--- config.mk ---
export PLATFORM = sky130hd
export DESIGN_NAME = sr_protect_spi
export DESIGN_NICKNAME = d
export VERILOG_FILES = /design/src/rtl/sr_protect_spi.sv
export SDC_FILE = /design/constraint.sdc
export NUM_CORES = 1
export LEC_CHECK = 0
export CAP_MARGIN = 20
export CORE_MARGIN = 2
export CORE_UTILIZATION = 52
export DETAILED_ROUTE_END_ITERATION = 6
export MAX_ROUTING_LAYER = met4
export PLACE_DENSITY = 0.72
export SKIP_CTS_REPAIR_TIMING = 1
export SLEW_MARGIN = 20
export SYNTH_ARGS = -nofsm -noshare
export SYNTH_HDL_FRONTEND = slang
export SYNTH_SLANG_ARGS = --single-unit
--- constraint.sdc ---
create_clock -name clk -period 2.1 [get_ports clk]
set_clock_uncertainty 0.2 [all_clocks]
set_input_delay 0.21 -clock clk [delete_from_list [all_inputs] [get_ports clk]]
set_output_delay 0.21 -clock clk [all_outputs]
set_load 0.03 [all_outputs]
--- src/rtl/sr_protect_spi.sv ---
module sr_protect_spi #(
  parameter int         ADDR_BYTES = 2,
  parameter logic [7:0] OP_WREN    = 8'h06,
  parameter logic [7:0] OP_WRDI    = 8'h04,
  parameter logic [7:0] OP_RDSR    = 8'h05,
  parameter logic [7:0] OP_WRSR    = 8'h01,
  parameter logic [7:0] OP_WRITE   = 8'h02
) (
  input  logic clk,
  input  logic rst_n,
  input  logic cs_n,
  input  logic sck,
  input  logic si,
  input  logic wp_n,
  input  logic hold_n,
  input  logic wr_done,
  output logic so,
  output logic so_oe,
  output logic wr_req,
  output logic wr_status
);
  localparam int MAXB = ADDR_BYTES + 2;
  localparam int BW   = $clog2(MAXB + 1);

  logic [1:0] cs_m, sck_m, si_m, hold_m, wp_m;
  logic cs_q, sck_q;
  logic armed, wel, wpen, wp_blk, so_q;
  logic [2:0] bitcnt, ridx;
  logic [BW-1:0] bytecnt;
  logic [7:0] sh, op, sr_new, sr_hold;

  always_ff @(posedge clk or negedge rst_n)
    if (!rst_n) begin
      cs_m <= 2'b00; cs_q <= 1'b0;
      sck_m <= 2'b00; sck_q <= 1'b0;
      si_m <= 2'b00; hold_m <= 2'b11; wp_m <= 2'b11;
    end else begin
      cs_m <= {cs_m[0], cs_n}; cs_q <= cs_m[1];
      sck_m <= {sck_m[0], sck}; sck_q <= sck_m[1];
      si_m <= {si_m[0], si}; hold_m <= {hold_m[0], hold_n}; wp_m <= {wp_m[0], wp_n};
    end

  wire cs_fall  = cs_q & ~cs_m[1];
  wire cs_rise  = ~cs_q & cs_m[1];
  wire sck_rise = sck_m[1] & ~sck_q;
  wire sck_fall = ~sck_m[1] & sck_q;
  wire sel      = armed & ~cs_m[1];
  wire act      = sel & hold_m[1];
  wire [7:0] byte_in = {sh[6:0], si_m[1]};
  wire [7:0] status  = {wpen, 5'b0, wel, wr_req};
  wire rd_phase = (bytecnt != '0) && (op == OP_RDSR);
  wire whole    = (bitcnt == 3'd0);
  wire op_only  = whole && (bytecnt == BW'(1));

  always_ff @(posedge clk or negedge rst_n)
    if (!rst_n) begin
      armed <= 1'b0; bitcnt <= '0; bytecnt <= '0; ridx <= '0;
      sh <= '0; op <= '0; sr_new <= '0; so_q <= 1'b0; wp_blk <= 1'b0;
    end else begin
      if (cs_fall) begin
        armed <= 1'b1; bitcnt <= '0; bytecnt <= '0; ridx <= '0;
        so_q <= 1'b0; wp_blk <= 1'b0;
      end else if (act && sck_rise) begin
        sh <= byte_in;
        bitcnt <= bitcnt + 3'd1;
        if (bitcnt == 3'd7) begin
          if (bytecnt == '0) op <= byte_in;
          if (bytecnt == BW'(1)) sr_new <= byte_in;
          if (bytecnt != BW'(MAXB)) bytecnt <= bytecnt + BW'(1);
        end
      end else if (act && sck_fall && rd_phase) begin
        so_q <= status[3'd7 - ridx];
        ridx <= ridx + 3'd1;
      end
      if (sel && wpen && !wp_m[1]) wp_blk <= 1'b1;
    end

  always_ff @(posedge clk or negedge rst_n)
    if (!rst_n) begin
      wr_req <= 1'b0; wr_status <= 1'b0; wel <= 1'b0; wpen <= 1'b0; sr_hold <= '0;
    end else if (wr_req) begin
      if (wr_done) begin
        wr_req <= 1'b0;
        wel <= 1'b0;
        if (wr_status) wpen <= sr_hold[7];
      end
    end else if (cs_rise && armed) begin
      if (op_only && op == OP_WREN) wel <= 1'b1;
      if (op_only && op == OP_WRDI) wel <= 1'b0;
      if (wel && whole && op == OP_WRSR && bytecnt >= BW'(2) && !wp_blk) begin
        wr_req <= 1'b1; wr_status <= 1'b1; sr_hold <= sr_new;
      end
      if (wel && whole && op == OP_WRITE && bytecnt >= BW'(MAXB)) begin
        wr_req <= 1'b1; wr_status <= 1'b0;
      end
    end

  assign so_oe = act & rd_phase;
  assign so    = so_oe & so_q;


  deselect_quiet_chk: assert property (@(posedge clk) disable iff (!rst_n)
    cs_m[1] && cs_q |-> !so_oe && !so);

  hold_quiet_chk: assert property (@(posedge clk) disable iff (!rst_n)
    !hold_m[1] |-> !so_oe);

  done_clears_chk: assert property (@(posedge clk) disable iff (!rst_n)
    wr_req && wr_done |=> !wr_req && !wel);

  busy_frozen_chk: assert property (@(posedge clk) disable iff (!rst_n)
    wr_req && !wr_done |=> $stable(wel) && $stable(wpen));

  launch_kept_chk: assert property (@(posedge clk) disable iff (!rst_n)
    wr_req && !wr_done |=> wr_req && $stable(wr_status));

  unarmed_idle_chk: assert property (@(posedge clk) disable iff (!rst_n)
    !armed |-> !wr_req && !wel && !so_oe);
endmodule

# Word level (Yosys, flattened, before mapping)
# Index checks and enable logic that the tools add are counted.
[word_totals]
regBits = 59
in_bits = 8
out_inout_bits = 4
wordCells = 118
[op_classes]
n_addsub = 4
magnitude_cmp = 3
eq_ne = 10
n_mux = 28
n_bitwise = 14
n_reduce_logical = 38
[op_table]
columns = ["cell", "count"]
rows = [
  ["$mux 3", 9],
  ["$eq 8x3->1 const B", 3],
  ["$mux 1", 18],
  ["$logic_and 1x1->1", 16],
  ["$reduce_and 3->1", 5],
  ["$reduce_bool 2->1", 7],
  ["$add 3x1->3 const B", 3],
  ["$and 1x1->1", 8],
  ["$eq 8x1->1 const B", 1],
  ["$eq 8x2->1 const B", 1],
  ["$reduce_and 4->1", 2],
  ["$logic_not 3->1", 2],
  ["$not 1->1", 6],
  ["$reduce_bool 3->1", 2],
  ["$lt 3x4->1 const B", 1],
  ["$ne 2x2->1 const B", 2],
  ["$reduce_and 2->1", 2],
  ["$bmux 1 s3", 1],
  ["$eq 3x1->1 const B", 1],
  ["$eq 3x3->1 const B", 1],
  ["$ge 3x2->1 const B", 1],
  ["$ge 3x3->1 const B", 1],
  ["$ne 3x3->1 const B", 1],
  ["$sub 3x3->3 const A", 1],
  ["$logic_not 1->1", 2],
]

# Depth between registers and ports, before layout
[depth]
depth_word = 9
ltp_mapped = 6
mapped_depth_nobuf = 6

# Least setup slack after synthesis
# No wires, ideal clock.
[synth_timing]
kind = "register to output"
startpoint = "register op[5]"
endpoint = "output so"
arrival_time_ns = 2.452
t_required_ns = 1.690
path_slack_ns = -0.762
stages_incl_launch_ff = 5
n_path_buf = 0
cell_sequence = "dfrtp_1 -> or4_4 -> or3_4 -> nor3_1 -> and2_1"
[synth_between]
elab_chain_len = 4
[synth_lines]
columns = ["element", "line", "source"]
rows = [
  ["from (decl)", "30", "logic [7:0] sh, op, sr_new, sr_hold;"],
  ["from (signal assigned)", "67", "if (bytecnt == '0) op <= byte_in;"],
  ["$eq 8x3->1", "51", "wire rd_phase = (bytecnt != '0) && (op == OP_RDSR);"],
  ["$logic_and 1x1->1", "51", ""],
  ["$and 1x1->1", "98", "assign so_oe = act & rd_phase;"],
  ["via so_oe", "18", "output logic so_oe,"],
  ["$and 1x1->1", "99", "assign so = so_oe & so_q;"],
  ["to (decl)", "17", "output logic so,"],
]
# The timed path passes the listed nets, and every way through them passes these cells.

# Final worst setup path
[layout_timing]
startpoint = "register op[6]"
endpoint = "output so"
[layout_between]
elab_chain_len = 4
[layout_lines]
columns = ["element", "line"]
rows = [
  ["$eq 8x3->1", "51"],
  ["$logic_and 1x1->1", "51"],
  ["$and 1x1->1", "98"],
  ["$and 1x1->1", "99"],
]
# Every way passes these cells.

==> impl_metrics.ini <==
[power_and_ir_drop]
peakVddDrop_mv = 0.4206
combPwrFrac = 0.059
p_switching_w = 0.0003476
leakagePower_nw = 1.131
clock_power_share = 0.338
intPower_w = 0.001171
powerDensity_mw_per_mm2 = 625.4
switching_share = 0.2289
seq_power_share = 0.603

[route]
avgViaCountPerCell = 5.654
ant_nets = 0
wl_per_cell_um = 15.57
drt-total-wl_um = 3783
drc = 0
firstDrtPassIters = 5
routed-via-count = 1374
drt_iter0_drc = 99

[floorplan]
dieArea_sq_mm = 0.004257
core_sq_mm = 0.003633
rows = 22
io_pins = 12
die-height_um = 65.25
start_util = 0.5368
die_w_um = 65.25

[status]
violations = setup timing
status = complete, but fails checks

[synth]
syn_inst = 153
netlist-cell-type-count = 40
ys_warn_count = 0
syn_area_sq_mm = 0.001951
yosysSeqAreaShare = 0.5799
syn_nets = 169
syn_avg_cell_area_sq_um = 12.75
synth_edf_count = 0
yosys.area.top_type_share = 0.5260
async_reset_ff_frac = 1.000
ys.flop_type = dfrtp_1
ys_seq_elements = 45
yosys-top-cells-area = dfrtp_1, mux2_2, dfstp_2, ha_1, nand2b_1
yosys.area.top_type = dfrtp_1

[critical_path]
critPathRequiredTime_ns = 1.69
worstPathMaxFanout = 4
critical_path_class = register to primary output
r2r_start = op[6]
startpoint = op[6]
cp-start-kind = register
cp.arrival_ns = 2.03
endpoint_kind = primary output

[grt]
grt_pass1_wl_um = 6492
antenna_found_initial = 0
grt_overflow = 0
grt_usage = 0.2114
grt_max_degree = 46
grt_pass1_vias = 1392

[clock_tree]
cts_max_path_buffers = 2
insertion_delay_ns = 0.30
cts_made_buffers = 5
cts_tree = yes
h-tree-depth = 2
root_buffer = clkbuf_8
clk_pin_slew_ns = 0.08
cts_sinks = 45

[sta]
hold_viol = 0
min_period_ns = 2.439
rsz0062_at_grt = true
slew_headroom = 0.6334
setup_slack_ns = -0.3389
setup_viol = 2
final_max_slew_viol_count = 0
tns_ns = -0.6452
worst_pin_slew_ns = 0.5499
period_share = 1.161
fmaxAchievable_mhz = 410.0

[run]
maxCapViolations = 0

[placed_design]
place_area_sq_mm = 0.002271
numPortBuffers = 11
dp_cells = 231
hpwl_um = 2769
gp_congestion = 0.8179

[final_layout]
n_antenna_cell = 0
drive_gt1_frac = 0.3385
syn_to_final_growth_pct = 24.50
final_cells = 243
fin_area_sq_mm = 0.002429
nets = 210

[worst_hold_path]
min_path_type = input pin to register
holdCritStartpoint = wp_n
[through the flow]
| stage | util | total power, W | worst slack, ns | hold WS (ns) |
|---|---|---|---|---|
| 2_1_floorplan | - | 0.0009630 | -0.1757 | -0.2856 |
| 3_3_place_gp | 0.6250 | 0.001012 | -0.01711 | 0.1049 |
| 3_5_place_dp | 0.6250 | 0.001019 | -0.03374 | 0.1275 |
| 4_1_cts | 0.6477 | 0.001533 | -0.3771 | -0.1996 |
| 5_1_grt | 0.6684 | 0.001585 | -0.4013 | 0.1118 |
| 6_report | 0.6684 | 0.001519 | -0.3389 | 0.1108 |
[state kept, by name (all words and copies together) (netlist names), 2 cells and up]
name     flops
cs_m         2
si_m         2
bytecnt      3
wp_m         2
op           8
sck_m        2
hold_m       2
bitcnt       3
ridx         3
sh           7
[synth_stat cells, types with 2 or more instances]
| library cell | instances |
|---|---|
| dfstp_2 | 4 |
| o21ai_0 | 5 |
| nor2b_1 | 2 |
| nor3_1 | 5 |
| inv_1 | 6 |
| nor2_1 | 6 |
| or4_1 | 2 |
| or3_1 | 2 |
| a31oi_1 | 2 |
| nand2_1 | 6 |
| nand3_1 | 3 |
| xnor2_1 | 2 |
| mux2_2 | 18 |
| a21oi_1 | 6 |
| ha_1 | 8 |
| nor3b_1 | 3 |
| nor4bb_1 | 3 |
| dfrtp_1 | 41 |
| nand2b_1 | 5 |
| nand4_1 | 3 |
| or4b_1 | 2 |
[power groups by stage]
stage	registers (W)	logic [W]	clock network (W)
2_1_floorplan	0.000926	0.0000367	0
3_3_place_gp	0.000930	0.0000819	0
3_5_place_dp	0.000933	0.0000866	0
4_1_cts	0.000916	0.0000874	0.000529
5_1_grt	0.000920	0.000101	0.000564
6_report	0.000916	0.0000893	0.000514
[metal layers]
layer  routed length, um  GRT usage  vias up
met5                   0          -        -
met4                  63    0.07813        0
met3                 112    0.04623        6
met2                2006     0.3571       27
met1                1601     0.2497      704
li1                    -          -      637
[placed cells by master (no fill, tap or decap), drive strengths merged, types with 2 or more instances in the layout]
cell type / Yosys / routed
a21oi: 6 / 6
a31oi: 2 / 2
buf: 1 / 26
clkbuf: 0 / 6
clkdlybuf4s50: 0 / 8
clkinv: 0 / 2
dfrtp: 41 / 41
dfstp: 4 / 4
ha: 8 / 8
inv: 6 / 6
mux2: 18 / 18
nand2: 6 / 6
nand2b: 5 / 5
nand3: 4 / 4
nand4: 3 / 3
nor2: 6 / 6
nor2b: 2 / 2
nor3: 6 / 6
nor3b: 3 / 3
nor4bb: 3 / 3
o21ai: 5 / 5
or3: 3 / 3
or4: 3 / 3
or4b: 2 / 2
xnor2: 2 / 2
[cell families after synthesis]
logic type | after synthesis | synth area share
simple gates | 52 | 0.1725
fa+ha+maj | 8 | 0.05132
mux | 19 | 0.1090
flops | 45 | 0.5799
buf+inv | 7 | 0.01347
xor+xnor | 2 | 0.008982
compound gates | 20 | 0.06479
[final cells by class]
cell class              count  area [sq um]
clock inverters             2         10.01
repair buffers             35         294.0
flip-flops and latches     45          1131
clock buffers               6         72.57
well taps                  48         60.06
multi-input cells         101         838.3
inverters                   6         22.52
fillers                   288          1205
[final timing paths]
kind / end / slack [ns] / depth (start not counted)
max: so / -0.34 / 5
min: wp_m[0] / 0.11 / 1
max reg2reg: ridx[0] / 0.02 / 4
min reg2reg: cs_m[1] / 0.15 / 0
max in group asynchronous: wp_m[0] / 1.01 / 3
min in group asynchronous: ridx[0] / 0.31 / 3
[worst max-delay path, stage by stage, from the launching register on]
cell     delay (ns)
dfrtp_1        0.40
or4_4          0.54
or3_4          0.37
nor3_4         0.13
and2_4         0.16
buf_6          0.12
No activity file was read; power rests on OpenSTA's default activity.
